File: src/rtl/tbg_pkg.sv
package tbg_pkg;

    typedef enum logic {
        GATE_HALT = 1'b0,
        GATE_RUN  = 1'b1
    } gate_state_t;

    typedef enum logic {
        STR_IDLE = 1'b0,
        STR_HOLD = 1'b1
    } str_state_t;

endpackage

File: src/rtl/tbg_gate_fsm.sv
module tbg_gate_fsm
    import tbg_pkg::*;
(
    input  logic clk,
    input  logic rst_n,
    input  logic sync_en,
    output logic run
);
    gate_state_t state_q, state_d;

    always_comb begin
        state_d = state_q;
        unique case (state_q)
            GATE_HALT: if (sync_en)  state_d = GATE_RUN;
            GATE_RUN:  if (!sync_en) state_d = GATE_HALT;
            default:   state_d = GATE_HALT;
        endcase
    end

    always_ff @(posedge clk or negedge rst_n) begin
        if (!rst_n) state_q <= GATE_HALT;
        else        state_q <= state_d;
    end

    always_comb begin
        run = (state_q == GATE_RUN);
    end
endmodule

File: src/rtl/tbg_prescaler.sv
module tbg_prescaler #(
    parameter int PRESC_W = 4
) (
    input  logic               clk,
    input  logic               rst_n,
    input  logic               run,
    input  logic               en,
    input  logic [PRESC_W-1:0] presc_in,
    output logic               tick
);
    logic [PRESC_W-1:0] presc_q;
    logic [PRESC_W-1:0] cnt_q;

    // prescale value is captured only while halted
    always_ff @(posedge clk or negedge rst_n) begin
        if (!rst_n)    presc_q <= '0;
        else if (!run) presc_q <= presc_in;
    end

    // counter held at zero while halted; runs regardless of en to keep phase
    always_ff @(posedge clk or negedge rst_n) begin
        if (!rst_n)              cnt_q <= '0;
        else if (!run)           cnt_q <= '0;
        else if (cnt_q == presc_q) cnt_q <= '0;
        else                     cnt_q <= cnt_q + 1'b1;
    end

    always_comb begin
        tick = run && en && (cnt_q == '0);
    end
endmodule

File: src/rtl/tbg_sync_stretch.sv
module tbg_sync_stretch
    import tbg_pkg::*;
#(
    parameter int STRETCH = 8
) (
    input  logic clk,
    input  logic rst_n,
    input  logic pulse_in,
    output logic pulse_out
);
    localparam int CW = (STRETCH > 1) ? $clog2(STRETCH) : 1;
    localparam logic [CW-1:0] LOAD = CW'(STRETCH - 1);

    str_state_t    state_q, state_d;
    logic [CW-1:0] cnt_q, cnt_d;

    always_comb begin
        state_d = state_q;
        cnt_d   = cnt_q;
        unique case (state_q)
            STR_IDLE: begin
                if (pulse_in) begin
                    state_d = STR_HOLD;
                    cnt_d   = LOAD;
                end
            end
            STR_HOLD: begin
                if (pulse_in) begin
                    cnt_d = LOAD;
                end else if (cnt_q == '0) begin
                    state_d = STR_IDLE;
                end else begin
                    cnt_d = cnt_q - 1'b1;
                end
            end
            default: state_d = STR_IDLE;
        endcase
    end

    always_ff @(posedge clk or negedge rst_n) begin
        if (!rst_n) begin
            state_q <= STR_IDLE;
            cnt_q   <= '0;
        end else begin
            state_q <= state_d;
            cnt_q   <= cnt_d;
        end
    end

    always_comb begin
        pulse_out = (state_q == STR_HOLD);
    end
endmodule

File: src/rtl/pwm_timebase_gate.sv
module pwm_timebase_gate #(
    parameter int NUM_CH  = 4,
    parameter int PRESC_W = 4,
    parameter int STRETCH = 8
) (
    input  logic                      clk,
    input  logic                      rst_n,
    input  logic                      sync_en,
    input  logic [NUM_CH-1:0]         ch_en,
    input  logic [NUM_CH*PRESC_W-1:0] ch_presc,
    output logic [NUM_CH-1:0]         tb_tick,
    input  logic                      sync_in,
    output logic                      sync_out
);
    logic run;

    tbg_gate_fsm u_fsm (
        .clk     (clk),
        .rst_n   (rst_n),
        .sync_en (sync_en),
        .run     (run)
    );

    for (genvar c = 0; c < NUM_CH; c++) begin : g_ch
        tbg_prescaler #(.PRESC_W(PRESC_W)) u_presc (
            .clk      (clk),
            .rst_n    (rst_n),
            .run      (run),
            .en       (ch_en[c]),
            .presc_in (ch_presc[c*PRESC_W +: PRESC_W]),
            .tick     (tb_tick[c])
        );
    end

    tbg_sync_stretch #(.STRETCH(STRETCH)) u_stretch (
        .clk       (clk),
        .rst_n     (rst_n),
        .pulse_in  (sync_in),
        .pulse_out (sync_out)
    );
endmodule

File: config.mk
export PLATFORM = sky130hd
export DESIGN_NAME = pwm_timebase_gate
export DESIGN_NICKNAME = d
export VERILOG_FILES = /design/src/rtl/tbg_pkg.sv /design/src/rtl/tbg_gate_fsm.sv /design/src/rtl/tbg_prescaler.sv /design/src/rtl/tbg_sync_stretch.sv /design/src/rtl/pwm_timebase_gate.sv
export SDC_FILE = /design/constraint.sdc
export NUM_CORES = 1
export LEC_CHECK = 0
export ABC_CLOCK_PERIOD_IN_PS = 1500
export CAP_MARGIN = 20
export CORE_ASPECT_RATIO = 0.6
export CORE_UTILIZATION = 50
export CTS_CLUSTER_DIAMETER = 200
export DETAILED_ROUTE_END_ITERATION = 10
export PLACE_DENSITY = 0.78
export SLEW_MARGIN = 40
export SYNTH_ARGS = -nofsm -noshare
export SYNTH_HDL_FRONTEND = slang
export SYNTH_SLANG_ARGS = --single-unit
File: constraint.sdc
create_clock -name clk -period 1.5 [get_ports clk]
set_input_delay 0.225 -clock clk [delete_from_list [all_inputs] [get_ports clk]]
set_output_delay 0.225 -clock clk [all_outputs]
set_load 0.05 [all_outputs]
==> Yosys cells after proc, flatten, opt, wreduce, memory -nomap -nowiden <==
Cells that the tools add are included.
{ "word_totals": {"reg_bits": 37, "in_bits": 24, "output_inout_bits": 5, "wordCells": 54} }
{ "classes": {"n_addsub": 5, "eq_ne": 6, "n_mux": 17, "bitwise_logic": 1, "reduce_logical": 14} }
{ "ops": {"columns": ["op", "count"], "rows": [
  ["$mux W4", 8],
  ["$add A4 B1 Y4 const B", 4],
  ["$eq A4 B4 Y1", 4],
  ["$logic_not A4 Y1", 4],
  ["$mux W3", 3],
  ["$logic_and A1 B1 Y1", 8],
  ["$pmux W3 S2", 1],
  ["$mux W1", 4],
  ["$logic_not A3 Y1", 1],
  ["$ne A3 B3 Y1 const B", 1],
  ["$sub A3 B1 Y3 const B", 1],
  ["$ne A2 B2 Y1 const B", 1],
  ["$pmux W1 S2", 1],
  ["$reduce_and A2 Y1", 1],
  ["$not A1 Y1", 1]
]} }

==> Logic depth before layout (Yosys ltp) <==
{ "depth": {"word_depth": 4, "ltp_mapped": 5, "ltp_nobuf": 5} }

==> Modules after synthesis <==
A second synthesis with hierarchy kept.
{ "hier_totals": {"cells_unflattened": 145, "area_unflattened_um2": 1767.9} }
{ "by_module_without_submodules": {"columns": ["module", "n_inst", "cells_each", "area_each_um2", "seq_area_each_um2"], "rows": [
  ["tbg_prescaler", 4, 31, 384.1, 200.2],
  ["tbg_sync_stretch", 1, 20, 206.4, 100.1],
  ["tbg_gate_fsm", 1, 1, 25.0, 25.0]
]} }

==> Least setup slack after synthesis <==
Ideal clock, no wire load.
{ "synth_timing": {"path_kind": "register to register", "startpoint": "register u_stretch.state_q (netlist: u_stretch.pulse_out)", "endpoint": "register u_stretch.cnt_q[0]", "setup_time_ps": 68, "arrival_time_ps": 1189, "required_time_ps": 1432, "path_slack_ps": 243, "stages_incl_launch_ff": 4, "n_path_buf": 0, "period_less_slack_ps": 1257, "cell_sequence": "dfrtp_1 > inv_1 > or3_1 > nand3_1"} }
{ "synth_via": {"elab_chain_len": 3, "elab_cells_between_ends": 5, "cone_classes": "eq/ne (2); mux (1); bitwise (1); reduce/logical (1)"} }
{ "synth_lines": {"columns": ["item", "line", "source"], "rows": [
  ["start, declared", "tbg_sync_stretch.sv:14", "str_state_t state_q, state_d;"],
  ["start signal, assigned", "tbg_sync_stretch.sv:45", "state_q <= state_d;"],
  ["$not A1 Y1", null, null],
  ["$ne A2 B2 Y1 (no source line)", null, null],
  ["$reduce_and A2 Y1 (no source line)", null, null],
  ["end signal, assigned", "tbg_sync_stretch.sv:46", "cnt_q <= cnt_d;"],
  ["end, declared", "tbg_sync_stretch.sv:15", "logic [CW-1:0] cnt_q, cnt_d;"]
]} }
Parallel ways exist; a longest one is shown, timed or not.
A chain may end at the register's enable or synchronous reset.

==> Worst setup path in the final report <==
{ "layout_timing": {"startpoint": "register g_ch[2].u_presc.cnt_q[1]", "endpoint": "output tb_tick[2]"} }
{ "layout_via": {"elab_chain_len": 2} }
{ "layout_lines": {"columns": ["item", "line", "source"], "rows": [
  ["start, declared", "tbg_prescaler.sv:12", "logic [PRESC_W-1:0] cnt_q;"],
  ["start signal, assigned", "tbg_prescaler.sv:25", "else cnt_q <= cnt_q + 1'b1;"],
  ["$logic_not A4 Y1", "tbg_prescaler.sv:29", "tick = run && en && (cnt_q == '0);"],
  ["$logic_and A1 B1 Y1", "tbg_prescaler.sv:29", null],
  ["end, declared", "pwm_timebase_gate.sv:11", "output logic [NUM_CH-1:0] tb_tick,"]
]} }
Every way passes these cells.

==> parameters.txt <==
Parameter                              Value

Yosys
  Yosys cell types    24
  Cell area after technology mapping    1840 um^2
  Avg Cell Area, Syn    12.4 um^2
  Net Count, Synth    183
  Cells taking the most area after synthesis    sky130_fd_sc_hd__dfrtp_1 50%, sky130_fd_sc_hd__xnor2_1 9.5%, sky130_fd_sc_hd__mux2_4 8.2%, sky130_fd_sc_hd__ha_1 6.8%, sky130_fd_sc_hd__and3_1 5.4%
  Mapped Cells    149
  Proportion of synthesized chip area in sequential cells    50.3%
  Proportion of netlist area held by the largest area contributor    50.3%
  Flops & latches, synth    37
  Leading area contributor after synthesis    sky130_fd_sc_hd__dfrtp_1
  Yosys Warn Count    0

Power
  Switching fraction of total power    27.9%
  Portion of total power attributed to sequential cells    48.1%
  Total power per unit cell area    1010 nW/um^2
  Part of the power in combinational logic    24.4%
  Clock network power share    27.6%
  Static Leakage    1.15 nW
  Maximum resistive drop on vdd    0.666 mV
  Switching Power    0.682 mW
  Internal power contribution    1.76 mW

Timing
  Setup TNS Final    -37.3 ps
  Worst rel slew slack    82.0%
  Max Slew Vio Count    0
  Post-route minimum period    1520 ps
  RSZ-0062 raised after global routing    true
  Final worst-path cycle share    102%
  Highest Clock Rate    656 MHz
  Worst-margin pin slew    267 ps
  Setup WS post-layout    -23.5 ps
  Final count of hold timing violations    0
  Worst setup skew after layout    5.01 ps
  Count of final setup violators    2

Floorplan
  Die Outline Area    3940 um^2
  Height of the die    49.0 um
  Die extent in x    80.3 um
  Initial Util    54.4%
  Floorplan Core Area    3380 um^2
  Boundary Pins    29
  Placement row count    16

Setup path
  Setup Crit Path Kind    flop to output pin
  Endpoint of the worst setup timing path    tb_tick[2]
  Critical path endpoint category    output pin
  Crit path required time    1270 ps
  Critical path cell sequence    inv_2 > ha_4 > nand3_4 > nor3_4 > buf_12
  Worst EP arrival    1300 ps
  Critical path launch point type    flop
  Maximum cell stage delay along the critical path    400 ps
  Setup crit start    g_ch[2].u_presc.cnt_q[1]
  Reg2reg path depth    4
  Setup slack on the worst flop-to-flop path    220 ps
  Endpoint of the worst-slack reg-to-reg timing path    g_ch[3].u_presc.cnt_q[1]
  Critical path fanouts, max    2
  Crit path max-delay cell type    sky130_fd_sc_hd__dfrtp_1
  Crit Reg-Reg Startpoint    g_ch[3].u_presc.cnt_q[0]

Place
  Placed cell count    220
  GPL Wtd Cong    0.742
  Post-placement cell area    2220 um^2
  Post-detail-place hpwl    2430 um
  Port Buffer Count    28

Drt
  Post-route ant nets    0
  Via count of the routed design    1212
  Routed length per placed instance    15.0 um
  Final routed wirelength across all metal layers    3560 um
  Number of vias per cell after detailed routing    5.11
  DRT Pass-1 Iters    4
  Drt drc    0
  Initial detailed-routing violation count    75

Final layout
  Ant. Diodes    0
  Fraction of final layout cells with drive strength greater than 1    28.1%
  Total non-filler cell area in the finished layout    2420 um^2
  Post-route non-filler standard cell count    237
  Final net count    225
  Layout-stage area growth over the synthesis result    31.7%

GRT
  GR Util met1    26.5%
  Most Used Layer, Global Route    met2
  Number of antenna violations at the first check in global routing    0
  Maximum number of pins on one net before global-route repair    38
  GRT met3 Usage    7.10%
  Met2 demand-to-capacity share in global routing    31.5%
  Wire length of the first global-routing pass    5920 um
  Number of global-route vias before repair    1260
  Total congestion overflow after global routing    0
  GRT Resource Usage Total    20.8%

Job
  Count of maximum capacitance violations    0

Clock network
  Hold buffers post-CTS    0
  TritonCTS Buffers    5
  Clock tree from TritonCTS    yes
  Number of clock sinks    37
  CTS Buffer Depth    2
  Worst skew pair latency    300 ps
  Maximum level of the CTS H-tree    2
  Clock-pin slew of the registers on the worst-case setup and hold paths    70 ps
  Master cell of the clock root buffer    sky130_fd_sc_hd__clkbuf_8

Run status
  Outcome    complete, but fails checks
  Violated checks    setup timing

Hold path
  Type of the tightest min-delay check    primary input to asynchronous set/reset pin
==> how the worst min path moves through the flow <==
stage | startpoint | slack (ps) | to
finish | rst_n | 300 | g_ch[3].u_presc.presc_q[3]
global route | rst_n | 300 | g_ch[3].u_presc.presc_q[1]
CTS | rst_n | 300 | g_ch[3].u_presc.presc_q[1]
detailed placement | u_stretch.cnt_q[2] | 500 | u_stretch.cnt_q[2]
global placement | u_stretch.cnt_q[2] | 500 | u_stretch.cnt_q[2]
floorplan | rst_n | -70 | g_ch[0].u_presc.cnt_q[0]
==> stage by stage <==
| stage | setup WS, ps | util (%) | hold WS (ps) | power [mW] |
|---|---|---|---|---|
| 6_report | -23.5 | 71.7 | 300 | 2.44 |
| 5_1_grt | -84.4 | 71.7 | 302 | 2.58 |
| 4_1_cts | -107 | 70.3 | 302 | 2.43 |
| 3_5_place_dp | 58.7 | 65.6 | 503 | 1.69 |
| 3_3_place_gp | 53.8 | 65.6 | 497 | 1.66 |
| 2_1_floorplan | 243 | - | -70.6 | 1.49 |
==> cells in the mapped netlist <==
| master | instances |
|---|---|
| sky130_fd_sc_hd__a211o_1 | 1 |
| sky130_fd_sc_hd__nand4_1 | 4 |
| sky130_fd_sc_hd__mux2_2 | 6 |
| sky130_fd_sc_hd__clkbuf_1 | 1 |
| sky130_fd_sc_hd__mux2_4 | 10 |
| sky130_fd_sc_hd__o311ai_0 | 1 |
| sky130_fd_sc_hd__dfrtp_1 | 37 |
| sky130_fd_sc_hd__and3_1 | 16 |
| sky130_fd_sc_hd__o21ai_0 | 3 |
| sky130_fd_sc_hd__nor2_1 | 3 |
| sky130_fd_sc_hd__xnor2_1 | 20 |
| sky130_fd_sc_hd__inv_1 | 12 |
| sky130_fd_sc_hd__buf_6 | 1 |
| sky130_fd_sc_hd__buf_2 | 1 |
| sky130_fd_sc_hd__and4_1 | 3 |
| sky130_fd_sc_hd__xor2_1 | 4 |
| sky130_fd_sc_hd__nor2b_1 | 1 |
| sky130_fd_sc_hd__buf_8 | 1 |
| sky130_fd_sc_hd__nand3_1 | 6 |
| sky130_fd_sc_hd__or3_1 | 1 |
| sky130_fd_sc_hd__ha_1 | 10 |
| sky130_fd_sc_hd__nand2_1 | 1 |
| sky130_fd_sc_hd__buf_4 | 4 |
| sky130_fd_sc_hd__nor3_1 | 2 |
==> worst max-delay path, delay by kind of cell, from the launching register on <==
family                     cells  cell delay, ps
DFF                            1             400
buffers and inverters          2             240
and+or+nand+nor                2             220
adders and majority gates      1             140
==> repair_timing <==
action                                  CTS  global route
endpoints found under the setup margin    4             4
pin swaps                                 3             2
buffers inserted                          6             3
resized for setup                         9             6
==> power by group through the flow <==
stage	registers, mW	logic, mW	clock network [mW]
6_report	1.17	0.596	0.674
5_1_grt	1.19	0.652	0.740
4_1_cts	1.17	0.559	0.693
3_5_place_dp	1.21	0.485	0
3_3_place_gp	1.20	0.458	0
2_1_floorplan	1.18	0.310	0
==> layout make-up <==
cell class	instances	area, um^2
Clock buffer	6	72.6
Clock inverter	2	10.0
Fill cell	227	958
Inverter	12	45.0
Multi-Input combinational cell	92	858
Sequential cell	37	927
Tap cell	45	56.3
Timing Repair Buffer	43	455
==> cell usage in the layout (no fill, tap or decap), types with 2 or more instances in the layout <==
cell type	n
sky130_fd_sc_hd__and3_1	16
sky130_fd_sc_hd__and4_1	2
sky130_fd_sc_hd__buf_12	6
sky130_fd_sc_hd__buf_4	14
sky130_fd_sc_hd__clkbuf_8	5
sky130_fd_sc_hd__clkdlybuf4s50_1	23
sky130_fd_sc_hd__clkinv_2	2
sky130_fd_sc_hd__dfrtp_1	36
sky130_fd_sc_hd__ha_1	8
sky130_fd_sc_hd__ha_4	2
sky130_fd_sc_hd__inv_1	8
sky130_fd_sc_hd__inv_2	4
sky130_fd_sc_hd__mux2_2	6
sky130_fd_sc_hd__mux2_4	10
sky130_fd_sc_hd__nand3_1	5
sky130_fd_sc_hd__nand4_1	4
sky130_fd_sc_hd__nor2_1	2
sky130_fd_sc_hd__o21ai_0	3
sky130_fd_sc_hd__xnor2_1	20
sky130_fd_sc_hd__xor2_1	4
==> cell families after synthesis <==
family,Yosys count,synth area share (%)
xor+xnor,24,11.4
flops,37,50.3
simple gates,37,11.9
buf+inv,20,5.98
compound gates,5,1.77
mux,16,11.8
fa+ha+maj,10,6.80
==> metal layers <==
metal / share of wire, % / up-vias
met2: 50 / 22
met4: 2.3 / 0
met3: 3.5 / 9
met5: 0 / -
li1: - / 585
met1: 44 / 596
==> flip-flops by register name (all words and copies together), names as in the netlist <==
signal,count
g_ch.u_presc.cnt_q,16
u_stretch.cnt_q,3
u_fsm.run,1
g_ch.u_presc.presc_q,16
u_stretch.pulse_out,1
Power figures use the tool's default switching activity.
